==> src/rtl/chan_pkg.sv <==
// Shared constants for the channel controller: register selects, offsets,
// control bit positions and the run command word.
package chan_pkg;
    typedef enum logic [2:0] {
        RS_NONE, RS_CTL0, RS_CTL1, RS_CMD, RS_BLO, RS_BHI, RS_SEP, RS_GLB
    } reg_sel_e;

    localparam int OFF_GLB  = 'h004;
    localparam int OFF_CTL0 = 'h100;
    localparam int OFF_CTL1 = 'h104;
    localparam int OFF_CMD  = 'h200;
    localparam int OFF_BLO  = 'h300;
    localparam int OFF_BHI  = 'h304;
    localparam int OFF_SEP  = 'h308;

    localparam int RUN_CODE     = 'h107;
    localparam int B_REGMODE    = 1;
    localparam int B_CLRERR     = 2;
    localparam int B_ERR_RD     = 3;
    localparam int B_LINKRST    = 1;
    localparam int B_CHANRST    = 4;
    localparam int B_GLBRST     = 0;
endpackage

==> src/rtl/chan_addr_dec.sv <==
// Address decoder: splits a bus address into a channel index and a register
// select. Assumes NCH is a power of two and every offset fits the stride.
module chan_addr_dec
    import chan_pkg::*;
#(
    parameter int NCH         = 4,
    parameter int STRIDE_LOG2 = 14,
    localparam int CH_W       = $clog2(NCH),
    localparam int ADDR_W     = STRIDE_LOG2 + CH_W
) (
    input  logic [ADDR_W-1:0] addr,
    output logic [CH_W-1:0]   ch,
    output reg_sel_e          sel
);
    logic [STRIDE_LOG2-1:0] off;

    assign ch  = addr[ADDR_W-1:STRIDE_LOG2];
    assign off = addr[STRIDE_LOG2-1:0];

    // Map the in-window offset to a register select; global only in window 0.
    always_comb begin
        sel = RS_NONE;
        if      (off == STRIDE_LOG2'(OFF_CTL0)) sel = RS_CTL0;
        else if (off == STRIDE_LOG2'(OFF_CTL1)) sel = RS_CTL1;
        else if (off == STRIDE_LOG2'(OFF_CMD))  sel = RS_CMD;
        else if (off == STRIDE_LOG2'(OFF_BLO))  sel = RS_BLO;
        else if (off == STRIDE_LOG2'(OFF_BHI))  sel = RS_BHI;
        else if (off == STRIDE_LOG2'(OFF_SEP))  sel = RS_SEP;
        else if (off == STRIDE_LOG2'(OFF_GLB) && ch == '0) sel = RS_GLB;
    end
endmodule

==> src/rtl/chan_unit.sv <==
// One channel: mode flag, error flag, base address and size exponent, plus
// start and link-reset pulses. Assumes wr is already qualified to this
// channel, and that glb_rst is a one-cycle pulse.
module chan_unit
    import chan_pkg::*;
#(
    parameter int DATA_W  = 32,
    parameter int SEP_W   = 4,
    parameter int SEP_RST = 6,
    localparam int BASE_W = 2 * DATA_W
) (
    input  logic              clk,
    input  logic              rst_n,
    input  logic              wr,
    input  reg_sel_e          sel,
    input  logic [DATA_W-1:0] wdata,
    input  logic              glb_rst,
    input  logic              done_i,
    input  logic              err_i,
    output logic              start_o,
    output logic              link_rst_o,
    output logic              pkt_mode_o,
    output logic [BASE_W-1:0] base_o,
    output logic [SEP_W-1:0]  sep_o,
    output logic [DATA_W-1:0] rd_o
);
    logic              pkt_mode_q, err_q;
    logic [DATA_W-1:0] base_lo, base_hi;
    logic [SEP_W-1:0]  sep_q;
    logic wr_ctl0, wr_ctl1, wr_cmd, chan_clr, force_reg, run_ok;

    assign wr_ctl0   = wr && sel == RS_CTL0;
    assign wr_ctl1   = wr && sel == RS_CTL1;
    assign wr_cmd    = wr && sel == RS_CMD;
    assign chan_clr  = glb_rst || (wr_ctl1 && wdata[B_CHANRST]);
    assign force_reg = chan_clr || (wr_ctl0 && wdata[B_REGMODE]);
    assign run_ok    = wr_cmd && wdata == DATA_W'(RUN_CODE) && !pkt_mode_q;

    // Mode flag: forced back to register mode, set by run, cleared by done.
    always_ff @(posedge clk) begin
        if (!rst_n)         pkt_mode_q <= 1'b0;
        else if (force_reg) pkt_mode_q <= 1'b0;
        else if (run_ok)    pkt_mode_q <= 1'b1;
        else if (done_i)    pkt_mode_q <= 1'b0;
    end

    // One-cycle start and link-reset pulses.
    always_ff @(posedge clk) begin
        if (!rst_n) begin
            start_o    <= 1'b0;
            link_rst_o <= 1'b0;
        end else begin
            start_o    <= run_ok && !force_reg;
            link_rst_o <= wr_ctl1 && wdata[B_LINKRST];
        end
    end

    // Error flag: reset clears, a new error beats a software clear.
    always_ff @(posedge clk) begin
        if (!rst_n || chan_clr)                   err_q <= 1'b0;
        else if (err_i)                           err_q <= 1'b1;
        else if (wr_ctl0 && wdata[B_CLRERR])      err_q <= 1'b0;
    end

    // Base address halves and size exponent registers.
    always_ff @(posedge clk) begin
        if (!rst_n) begin
            base_lo <= '0;
            base_hi <= '0;
            sep_q   <= SEP_W'(SEP_RST);
        end else if (wr) begin
            if (sel == RS_BLO) base_lo <= wdata;
            if (sel == RS_BHI) base_hi <= wdata;
            if (sel == RS_SEP) sep_q   <= wdata[SEP_W-1:0];
        end
    end

    // Read-back value for the selected register.
    always_comb begin
        rd_o = '0;
        case (sel)
            RS_CTL0: begin
                rd_o[B_REGMODE] = !pkt_mode_q;
                rd_o[B_ERR_RD]  = err_q;
            end
            RS_BLO:  rd_o = base_lo;
            RS_BHI:  rd_o = base_hi;
            RS_SEP:  rd_o[SEP_W-1:0] = sep_q;
            default: rd_o = '0;
        endcase
    end

    assign pkt_mode_o = pkt_mode_q;
    assign base_o     = {base_hi, base_lo};
    assign sep_o      = sep_q;

    assert_start_from_reg_R2: assert property (@(posedge clk) disable iff (!rst_n)
        start_o |-> (!$past(pkt_mode_q) && pkt_mode_q));
    assert_start_single_R2: assert property (@(posedge clk) disable iff (!rst_n)
        start_o |=> !start_o);
    assert_no_restart_R3: assert property (@(posedge clk) disable iff (!rst_n)
        (wr_cmd && pkt_mode_q) |=> !start_o);
    assert_done_exits_R4: assert property (@(posedge clk) disable iff (!rst_n)
        (pkt_mode_q && done_i) |=> !pkt_mode_q);
    assert_err_wins_R6: assert property (@(posedge clk) disable iff (!rst_n)
        (err_i && !chan_clr) |=> err_q);
    assert_chan_reset_R7: assert property (@(posedge clk) disable iff (!rst_n)
        chan_clr |=> (!pkt_mode_q && !err_q && !start_o));
    assert_link_pulse_R8: assert property (@(posedge clk) disable iff (!rst_n)
        link_rst_o |=> !link_rst_o);
endmodule

==> src/rtl/chan_mode_ctrl.sv <==
// Top: decodes the shared register bus, instantiates one chan_unit per
// channel, produces the global reset pulse and registers read data.
// Assumes NCH is a power of two and at most one strobe per cycle is useful.
module chan_mode_ctrl
    import chan_pkg::*;
#(
    parameter int NCH         = 4,
    parameter int STRIDE_LOG2 = 14,
    parameter int DATA_W      = 32,
    parameter int SEP_W       = 4,
    parameter int SEP_RST     = 6,
    localparam int CH_W       = $clog2(NCH),
    localparam int ADDR_W     = STRIDE_LOG2 + CH_W,
    localparam int BASE_W     = 2 * DATA_W
) (
    input  logic                   clk,
    input  logic                   rst_n,
    input  logic                   bus_wr,
    input  logic                   bus_rd,
    input  logic [ADDR_W-1:0]      bus_addr,
    input  logic [DATA_W-1:0]      bus_wdata,
    output logic [DATA_W-1:0]      bus_rdata,
    input  logic [NCH-1:0]         pkt_done,
    input  logic [NCH-1:0]         pkt_err,
    output logic [NCH-1:0]         pkt_start,
    output logic [NCH-1:0]         link_reset,
    output logic [NCH-1:0]         pkt_mode,
    output logic [NCH*BASE_W-1:0]  pkt_base,
    output logic [NCH*SEP_W-1:0]   pkt_sep
);
    logic [CH_W-1:0]   ch;
    reg_sel_e          sel;
    logic              glb_rst;
    logic [DATA_W-1:0] rd_arr [NCH];

    chan_addr_dec #(.NCH(NCH), .STRIDE_LOG2(STRIDE_LOG2)) u_dec (
        .addr(bus_addr), .ch(ch), .sel(sel)
    );

    assign glb_rst = bus_wr && sel == RS_GLB && bus_wdata[B_GLBRST];

    for (genvar i = 0; i < NCH; i++) begin : g_chan
        logic wr_i;
        assign wr_i = bus_wr && ch == CH_W'(i);
        chan_unit #(.DATA_W(DATA_W), .SEP_W(SEP_W), .SEP_RST(SEP_RST)) u_unit (
            .clk(clk), .rst_n(rst_n), .wr(wr_i), .sel(sel), .wdata(bus_wdata),
            .glb_rst(glb_rst), .done_i(pkt_done[i]), .err_i(pkt_err[i]),
            .start_o(pkt_start[i]), .link_rst_o(link_reset[i]),
            .pkt_mode_o(pkt_mode[i]), .base_o(pkt_base[i*BASE_W +: BASE_W]),
            .sep_o(pkt_sep[i*SEP_W +: SEP_W]), .rd_o(rd_arr[i])
        );
    end

    // Registered read data from the addressed channel.
    always_ff @(posedge clk) begin
        if (!rst_n)      bus_rdata <= '0;
        else if (bus_rd) bus_rdata <= rd_arr[ch];
    end

    assert_start_onehot_R11: assert property (@(posedge clk) disable iff (!rst_n)
        $onehot0(pkt_start));
    assert_global_reset_R12: assert property (@(posedge clk) disable iff (!rst_n)
        glb_rst |=> (pkt_mode == '0 && pkt_start == '0));
endmodule

==> config.mk <==
export PLATFORM = sky130hd
export DESIGN_NAME = chan_mode_ctrl
export DESIGN_NICKNAME = d
export VERILOG_FILES = /design/src/rtl/chan_pkg.sv /design/src/rtl/chan_addr_dec.sv /design/src/rtl/chan_unit.sv /design/src/rtl/chan_mode_ctrl.sv
export SDC_FILE = /design/constraint.sdc
export NUM_CORES = 1
export LEC_CHECK = 0
export BUFFER_PORTS_ARGS = -buffer_cell sky130_fd_sc_hd__buf_2
export CAP_MARGIN = 20
export CORE_UTILIZATION = 50
export DETAILED_ROUTE_END_ITERATION = 16
export GPL_ROUTABILITY_DRIVEN = 0
export PLACE_DENSITY = 0.76
export SLEW_MARGIN = 20
export SYNTH_ARGS = -nofsm -noshare
export SYNTH_HDL_FRONTEND = slang
export SYNTH_SLANG_ARGS = --single-unit
==> constraint.sdc <==
create_clock -name clk -period 7.9 [get_ports clk]
set_clock_uncertainty 0.2 [all_clocks]
set_input_delay 1.58 -clock clk [delete_from_list [all_inputs] [get_ports clk]]
set_output_delay 1.58 -clock clk [all_outputs]
set_load 0.01 [all_outputs]
---- Word-level counts from Yosys, hierarchy flattened ----
Index checks and enable logic that the tools add are counted.
word-level totals
  bits in registers ....................... 320
  bits of input ports ..................... 60
  output and inout port bits .............. 316
  logic and storage cells ................. 189
cells by class
  magnitude comparators ................... 1
  equality and inequality tests ........... 18
  mux-type cells .......................... 46
  bitwise logic cells ..................... 2
  reduce and logical (&&, ||, !) cells .... 93
operators with widths
  cell                                                      number
  one-hot mux 28 bit (2 select lines)                       4
  binary-select mux 32 bit (select 2 bit)                   1
  two-way mux 32 bit                                        2
  == test 14 x 10 -> 1 bit, second input constant           4
  logical AND 1 bit                                         47
  == test 32 x 9 -> 1 bit, second input constant            1
  one-hot mux 1 bit (4 select lines)                        8
  == test 14 x 9 -> 1 bit, second input constant            2
  one-hot mux 1 bit (3 select lines)                        8
  AND reduction 2 bit                                       12
  two-way mux 3 bit                                         7
  two-way mux 1 bit                                         16
  nonzero test 2 bit                                        8
  == test 14 x 3 -> 1 bit, second input constant            1
  == test 3 bit, second input constant                      4
  logical OR 1 bit                                          12
  logical NOT 1 bit                                         9
  OR reduction 2 bit                                        4
  == test 3 x 2 -> 1 bit, second input constant             2
  == test 2 bit, second input constant                      2
  == test 3 x 1 -> 1 bit, second input constant             1
  greater-or-equal comparator 3 bit, second input constant  1
  inverter 2 -> 3 bit                                       1
  == test 2 x 1 -> 1 bit, second input constant             1
  2 further kinds                                           2

---- Logic depth before layout (Yosys ltp) ----
  depth after elaboration ................. 16
  mapped depth ............................ 8
  gate-level depth less buffers ........... 5

---- Hierarchy ----
From an unflattened synthesis, not the netlist that was laid out.
unflattened totals
  cells, all modules ...................... 1,754
  area, all modules ....................... 15,041.9 µm²
modules (own cells, without submodules)
  module          times used  cells each  area each (µm²)  seq. area each (µm²)
  chan_unit       4           382         3,223.1          1,441.4
  chan_mode_ctrl  1           206         2,005.7          640.6
  chan_addr_dec   1           20          143.9            0.0

---- Worst setup path before layout ----
OpenSTA, ideal clock, no wires.
  kind .................................... input-to-reg
  from .................................... input bus_addr[7]
  to ...................................... register g_chan[0].u_unit.start_o
  library setup time ...................... 125 ps
  data arrival time ....................... 3,441 ps
  data required time ...................... 7,575 ps
  slack ................................... 4,134 ps
  stages .................................. 6
  buffers on the path ..................... 1
  path through ............................ or4_1 buf_2 or4_4 a2111o_1 or3b_4 nor3_2
between the ends
  cells in the longest elaborated chain, start to end .. 16
  elaborated cells between the ends (all ways) .. 32
  classes of those cells .................. eq/ne: 11; mux: 7; reduce/logical: 14
ends and longest elaborated chain
  item                                                            line                                   source
  from (decl)                                                     chan_mode_ctrl.sv:20                   input logic [ADDR_W-1:0] bus_addr,
  == test 14 x 3 -> 1 bit                                         chan_addr_dec.sv:29                    else if (off == STRIDE_LOG2'(OFF_GLB) && ch == '0) sel = RS_GLB;
  logical AND 1 bit                                               chan_addr_dec.sv:29
  two-way mux 3 bit                                               chan_addr_dec.sv:29
  two-way mux 3 bit                                               chan_addr_dec.sv:28                    else if (off == STRIDE_LOG2'(OFF_SEP)) sel = RS_SEP;
  two-way mux 3 bit                                               chan_addr_dec.sv:27                    else if (off == STRIDE_LOG2'(OFF_BHI)) sel = RS_BHI;
  two-way mux 3 bit                                               chan_addr_dec.sv:26                    else if (off == STRIDE_LOG2'(OFF_BLO)) sel = RS_BLO;
  two-way mux 3 bit                                               chan_addr_dec.sv:25                    else if (off == STRIDE_LOG2'(OFF_CMD)) sel = RS_CMD;
  two-way mux 3 bit                                               chan_addr_dec.sv:24                    else if (off == STRIDE_LOG2'(OFF_CTL1)) sel = RS_CTL1;
  two-way mux 3 bit *                                             chan_addr_dec.sv:23                    if (off == STRIDE_LOG2'(OFF_CTL0)) sel = RS_CTL0;
  == test 3 bit / == test 3 x 2 -> 1 bit (equally long branches)  chan_mode_ctrl.sv:40, chan_unit.sv:33
  logical AND 1 bit, on equally long branches                     chan_mode_ctrl.sv:40, chan_unit.sv:33
  logical AND 1 bit, on equally long branches                     chan_mode_ctrl.sv:40, chan_unit.sv:35
  logical OR 1 bit                                                chan_unit.sv:35                        assign chan_clr = glb_rst || (wr_ctl1 && wdata[B_CHANRST]);
  logical OR 1 bit                                                chan_unit.sv:36                        assign force_reg = chan_clr || (wr_ctl0 && wdata[B_REGMODE]);
  logical NOT 1 bit                                               chan_unit.sv:53                        start_o <= run_ok && !force_reg;
  logical AND 1 bit *                                             chan_unit.sv:53
  to (signal assigned)                                            chan_unit.sv:53
  to (decl)                                                       chan_unit.sv:20                        output logic start_o,
Mark *: on every way between the ends. The rest lies on a longest branch, timed or not.
A chain may end at the register's enable or synchronous reset.

---- Worst setup path in the final report ----
  from .................................... input bus_addr[15]
  to ...................................... register g_chan[3].u_unit.base_lo[8]
between the ends
  cells in the longest elaborated chain, start to end .. 11
  elaborated cells between the ends (all ways) .. 13
  classes of those cells .................. eq/ne: 2; mux: 7; reduce/logical: 4
ends and longest elaborated chain
  item                             line                 source
  logical NOT 2 bit                chan_addr_dec.sv:29
  logical AND 1 bit                chan_addr_dec.sv:29
  two-way mux 3 bit                chan_addr_dec.sv:29
  two-way mux 3 bit                chan_addr_dec.sv:28
  two-way mux 3 bit                chan_addr_dec.sv:27
  two-way mux 3 bit                chan_addr_dec.sv:26
  two-way mux 3 bit                chan_addr_dec.sv:25
  two-way mux 3 bit                chan_addr_dec.sv:24
  two-way mux 3 bit                chan_addr_dec.sv:23
  == test 3 bit                    chan_unit.sv:72      if (sel == RS_BLO) base_lo <= wdata;
  AND reduction 2 bit (no line) *  -
  to (signal assigned)             chan_unit.sv:72
  to (decl)                        chan_unit.sv:28      logic [DATA_W-1:0] base_lo, base_hi;
Marks and branches as above.

==> results.yml <==
synthesis:
  synth_edf_count: 0
  synth_top_area_frac: 0.454
  synthArstFlopShare: 0
  syn_area_per_cell_um2: 7.80
  synth.distinct_cells: 59
  synth_area_leaders: "dfxtp_1 (45%), nand2_1 (16%), a21oi_1 (11%)"
  synth-seq-cells: 320
  synth_seq_area_share: 0.454
  yosys.area.top_type: "dfxtp_1"
  yosys_warnings: 0
  syn_inst: 1809
  synth_nets: 1869
  synth_area_mm2: 0.0141
  synth-main-ff-cell: "dfxtp_1"
die:
  initial_utilization: 0.508
  die_x_um: 170
  dieArea_mm2: 0.0289
  die_h_um: 170
  io_pins: 376
  core_area_mm2: 0.0278
  core.rowCount: 61
layout:
  n_fill_cell: 2610
  antenna_cells: 0
  areaGrowthSynthToFinish_pct: 19.4
  fin_nets: 2109
  layout-drive-gt1-share: 0.243
  multi_input_area_mm2: 0.00681
  seqCellArea_mm2: 0.00641
power:
  p_total_w: 0.00336
  leakage_nw: 6.76
  power_density_mw_per_mm2: 199
  vdd_drop_max_mv: 0.114
clock_network:
  cts_num_sinks: 320
  clock_latency_ps: 520
  root_buffer: "clkbuf_16"
  cts.repair.resized: 0
  cts_max_level: 2
  post-cts-setup-buffers: 0
  clk_path_buf_depth: 3
  numCtsBuffers: 35
  cts_tree: "built"
  clkTransAtPathRegs_ps: 60
  postCtsHoldBufs: 0
worst_setup_path:
  critPathTopFamily: "simple AND/OR/NAND/NOR gates"
  worst_path_max_delay_cell: "and2_2"
  critPathBufInv: 1
  cp-end-kind: "register"
  crit_path_max_incr_delay_ps: 1040
  cp.arrival_ps: 5240
  path_common_cell: "nand2_1"
  crit_fanout: 43
  required_ps: 8130
  crit_type: "in2reg"
  cp_cell_sequence: "buf_2 > and2_2 > nand2_1 > nor2_4 > nand2_1 > a21oi_1"
  cp-start-kind: "input pin"
detailed_routing:
  vias: 15000
  finalWirelength_um: 55700
  ant_nets: 0
  drtIter0Drc: 2135
  drtPass1Iterations: 8
  drc: 0
  top_layer: "met4"
  post_drt_wl_per_cell_um: 22.8
  wl_met2_um: 24700
  met3_wirelength_um: 6670
  wl_met1_um: 21400
  drt-vias-per-instance: 6.13
place:
  io_buffer_count: 375
  hpwl_um: 35100
  place_ws_ps: 2570
global_routing:
  overflow: 0
  grtUsageTotal: 0.372
  grt_pass1_vias: 13800
  antenna_found_initial: 0
  grt_pass1_wl_um: 82100
  grt_max_degree: 157
job:
  cap_violations: 0
timing:
  rsz0062_at_grt: "no"
  slew_headroom: 0.256
  maxSlewViolCount: 0
  worst_pin_slew_ps: 1120
  fin_setup_tns_ps: 0
  min_period_ps: 5020
  setup_viol: 0
  fmax_ghz: 0.199
  hold_viol_final: 0
  setup_ws_ps: 2890
  fin_crit_sh: 0.635
run_status:
  status: "complete, no violations"
worst_hold_path:
  hp-class: "reg2reg"
[synthesized netlist by cell type (all sizes together), types with 2 or more instances]
library cell  count
nand2           583
dfxtp           320
a21oi           310
clkbuf          116
buf              70
o21ai            69
nor2             48
mux2i            42
a22oi            32
mux2             30
a22o             28
nand3            20
o221ai           16
a221oi           13
nor4             12
inv              11
nor3             11
nand4             9
o22ai             6
or3               6
and2              4
mux4              4
nor2b             4
nor4b             4
o311ai            4
or4               4
or2               3
a31oi             2
clkinv            2
nand2b            2
nand3b            2
o31ai             2
o32ai             2
[worst min-delay path, cell delays in order, from the launching register on]
cell and delay, ps:
dfxtp_1 330, nand2_1 40, o21ai_0 60
[flip-flops by register name, indices dropped and copies added, names as in the netlist]
name	count
g_chan.u_unit.base_hi	128
g_chan.u_unit.base_lo	128
bus_rdata	32
g_chan.u_unit.sep_o	16
g_chan.u_unit.err_q	4
g_chan.u_unit.link_rst_o	4
g_chan.u_unit.pkt_mode_o	4
g_chan.u_unit.start_o	4
[logic make-up (layout without fill, tap and decap cells)]
family	after synthesis	after routing	synth area share
compound gates	494	494	0.201
mux	76	76	0.0601
simple gates	720	720	0.216
buf+inv	199	460	0.0680
flops	320	320	0.454
[final cells by class]
class	count	share of cell area
sequential	320	0.380
multi-input combinational	1290	0.404
timing repair buffer	389	0.121
inverter	13	0.00334
clock buffer	53	0.0608
clock inverter	5	0.00186
tap	378	0.0281
[per-stage QoR]
step                 util  cell area, µm²  instances  hold slack, ps
CTS                 0.604           16800       2446             256
global placement    0.565           15700       2386             227
detailed placement  0.566           15700       2388             243
floorplan               -           14100       1809             261
global route        0.606           16800       2448             281
finish              0.606           16800       2448             259
[final timing paths]
| path | cells after the start | start | to | slack [ps] |
|---|---|---|---|---|
| hold reg to reg | 2 | bus_rdata[2] | bus_rdata[2] | 260 |
| setup reg to reg | 5 | g_chan[1].u_unit.base_lo[1] | bus_rdata[1] | 6220 |
| hold / removal | 2 | bus_rdata[2] | bus_rdata[2] | 260 |
| setup / recovery | 6 | bus_addr[15] | g_chan[3].u_unit.base_lo[8] | 2890 |
[power breakdown]
| part | total (W) | switching [W] | internal, W |
|---|---|---|---|
| combinational | 0.000184 | 0.000140 | 0.0000438 |
| clock | 0.00155 | 0.000658 | 0.000890 |
| sequential | 0.00163 | 0.00000447 | 0.00162 |
| total | 0.00336 | 0.000803 | 0.00256 |
[cell usage in the layout, fill, tap and decap left out, types with 7 or more instances in the layout]
cell,n
nor4_1,9
nor3_1,7
a21oi_1,310
clkbuf_1,10
a221oi_1,13
dfxtp_1,320
mux2_2,30
clkbuf_16,35
clkbuf_8,8
a22oi_1,32
buf_4,11
nor2_1,40
nand3_1,16
buf_2,374
nand4_1,9
o21ai_0,69
a22o_1,28
inv_1,11
nand2_1,581
mux2i_1,42
o221ai_1,16
[layer usage]
| metal | vias to the layer above | GRT usage |
|---|---|---|
| li1 | 6622 | - |
| met1 | 7044 | 0.483 |
| met2 | 1126 | 0.576 |
| met3 | 202 | 0.0842 |
| met4 | 0 | 0.197 |
| met5 | - | 0 |
No activity file was read; power rests on OpenSTA's default activity.
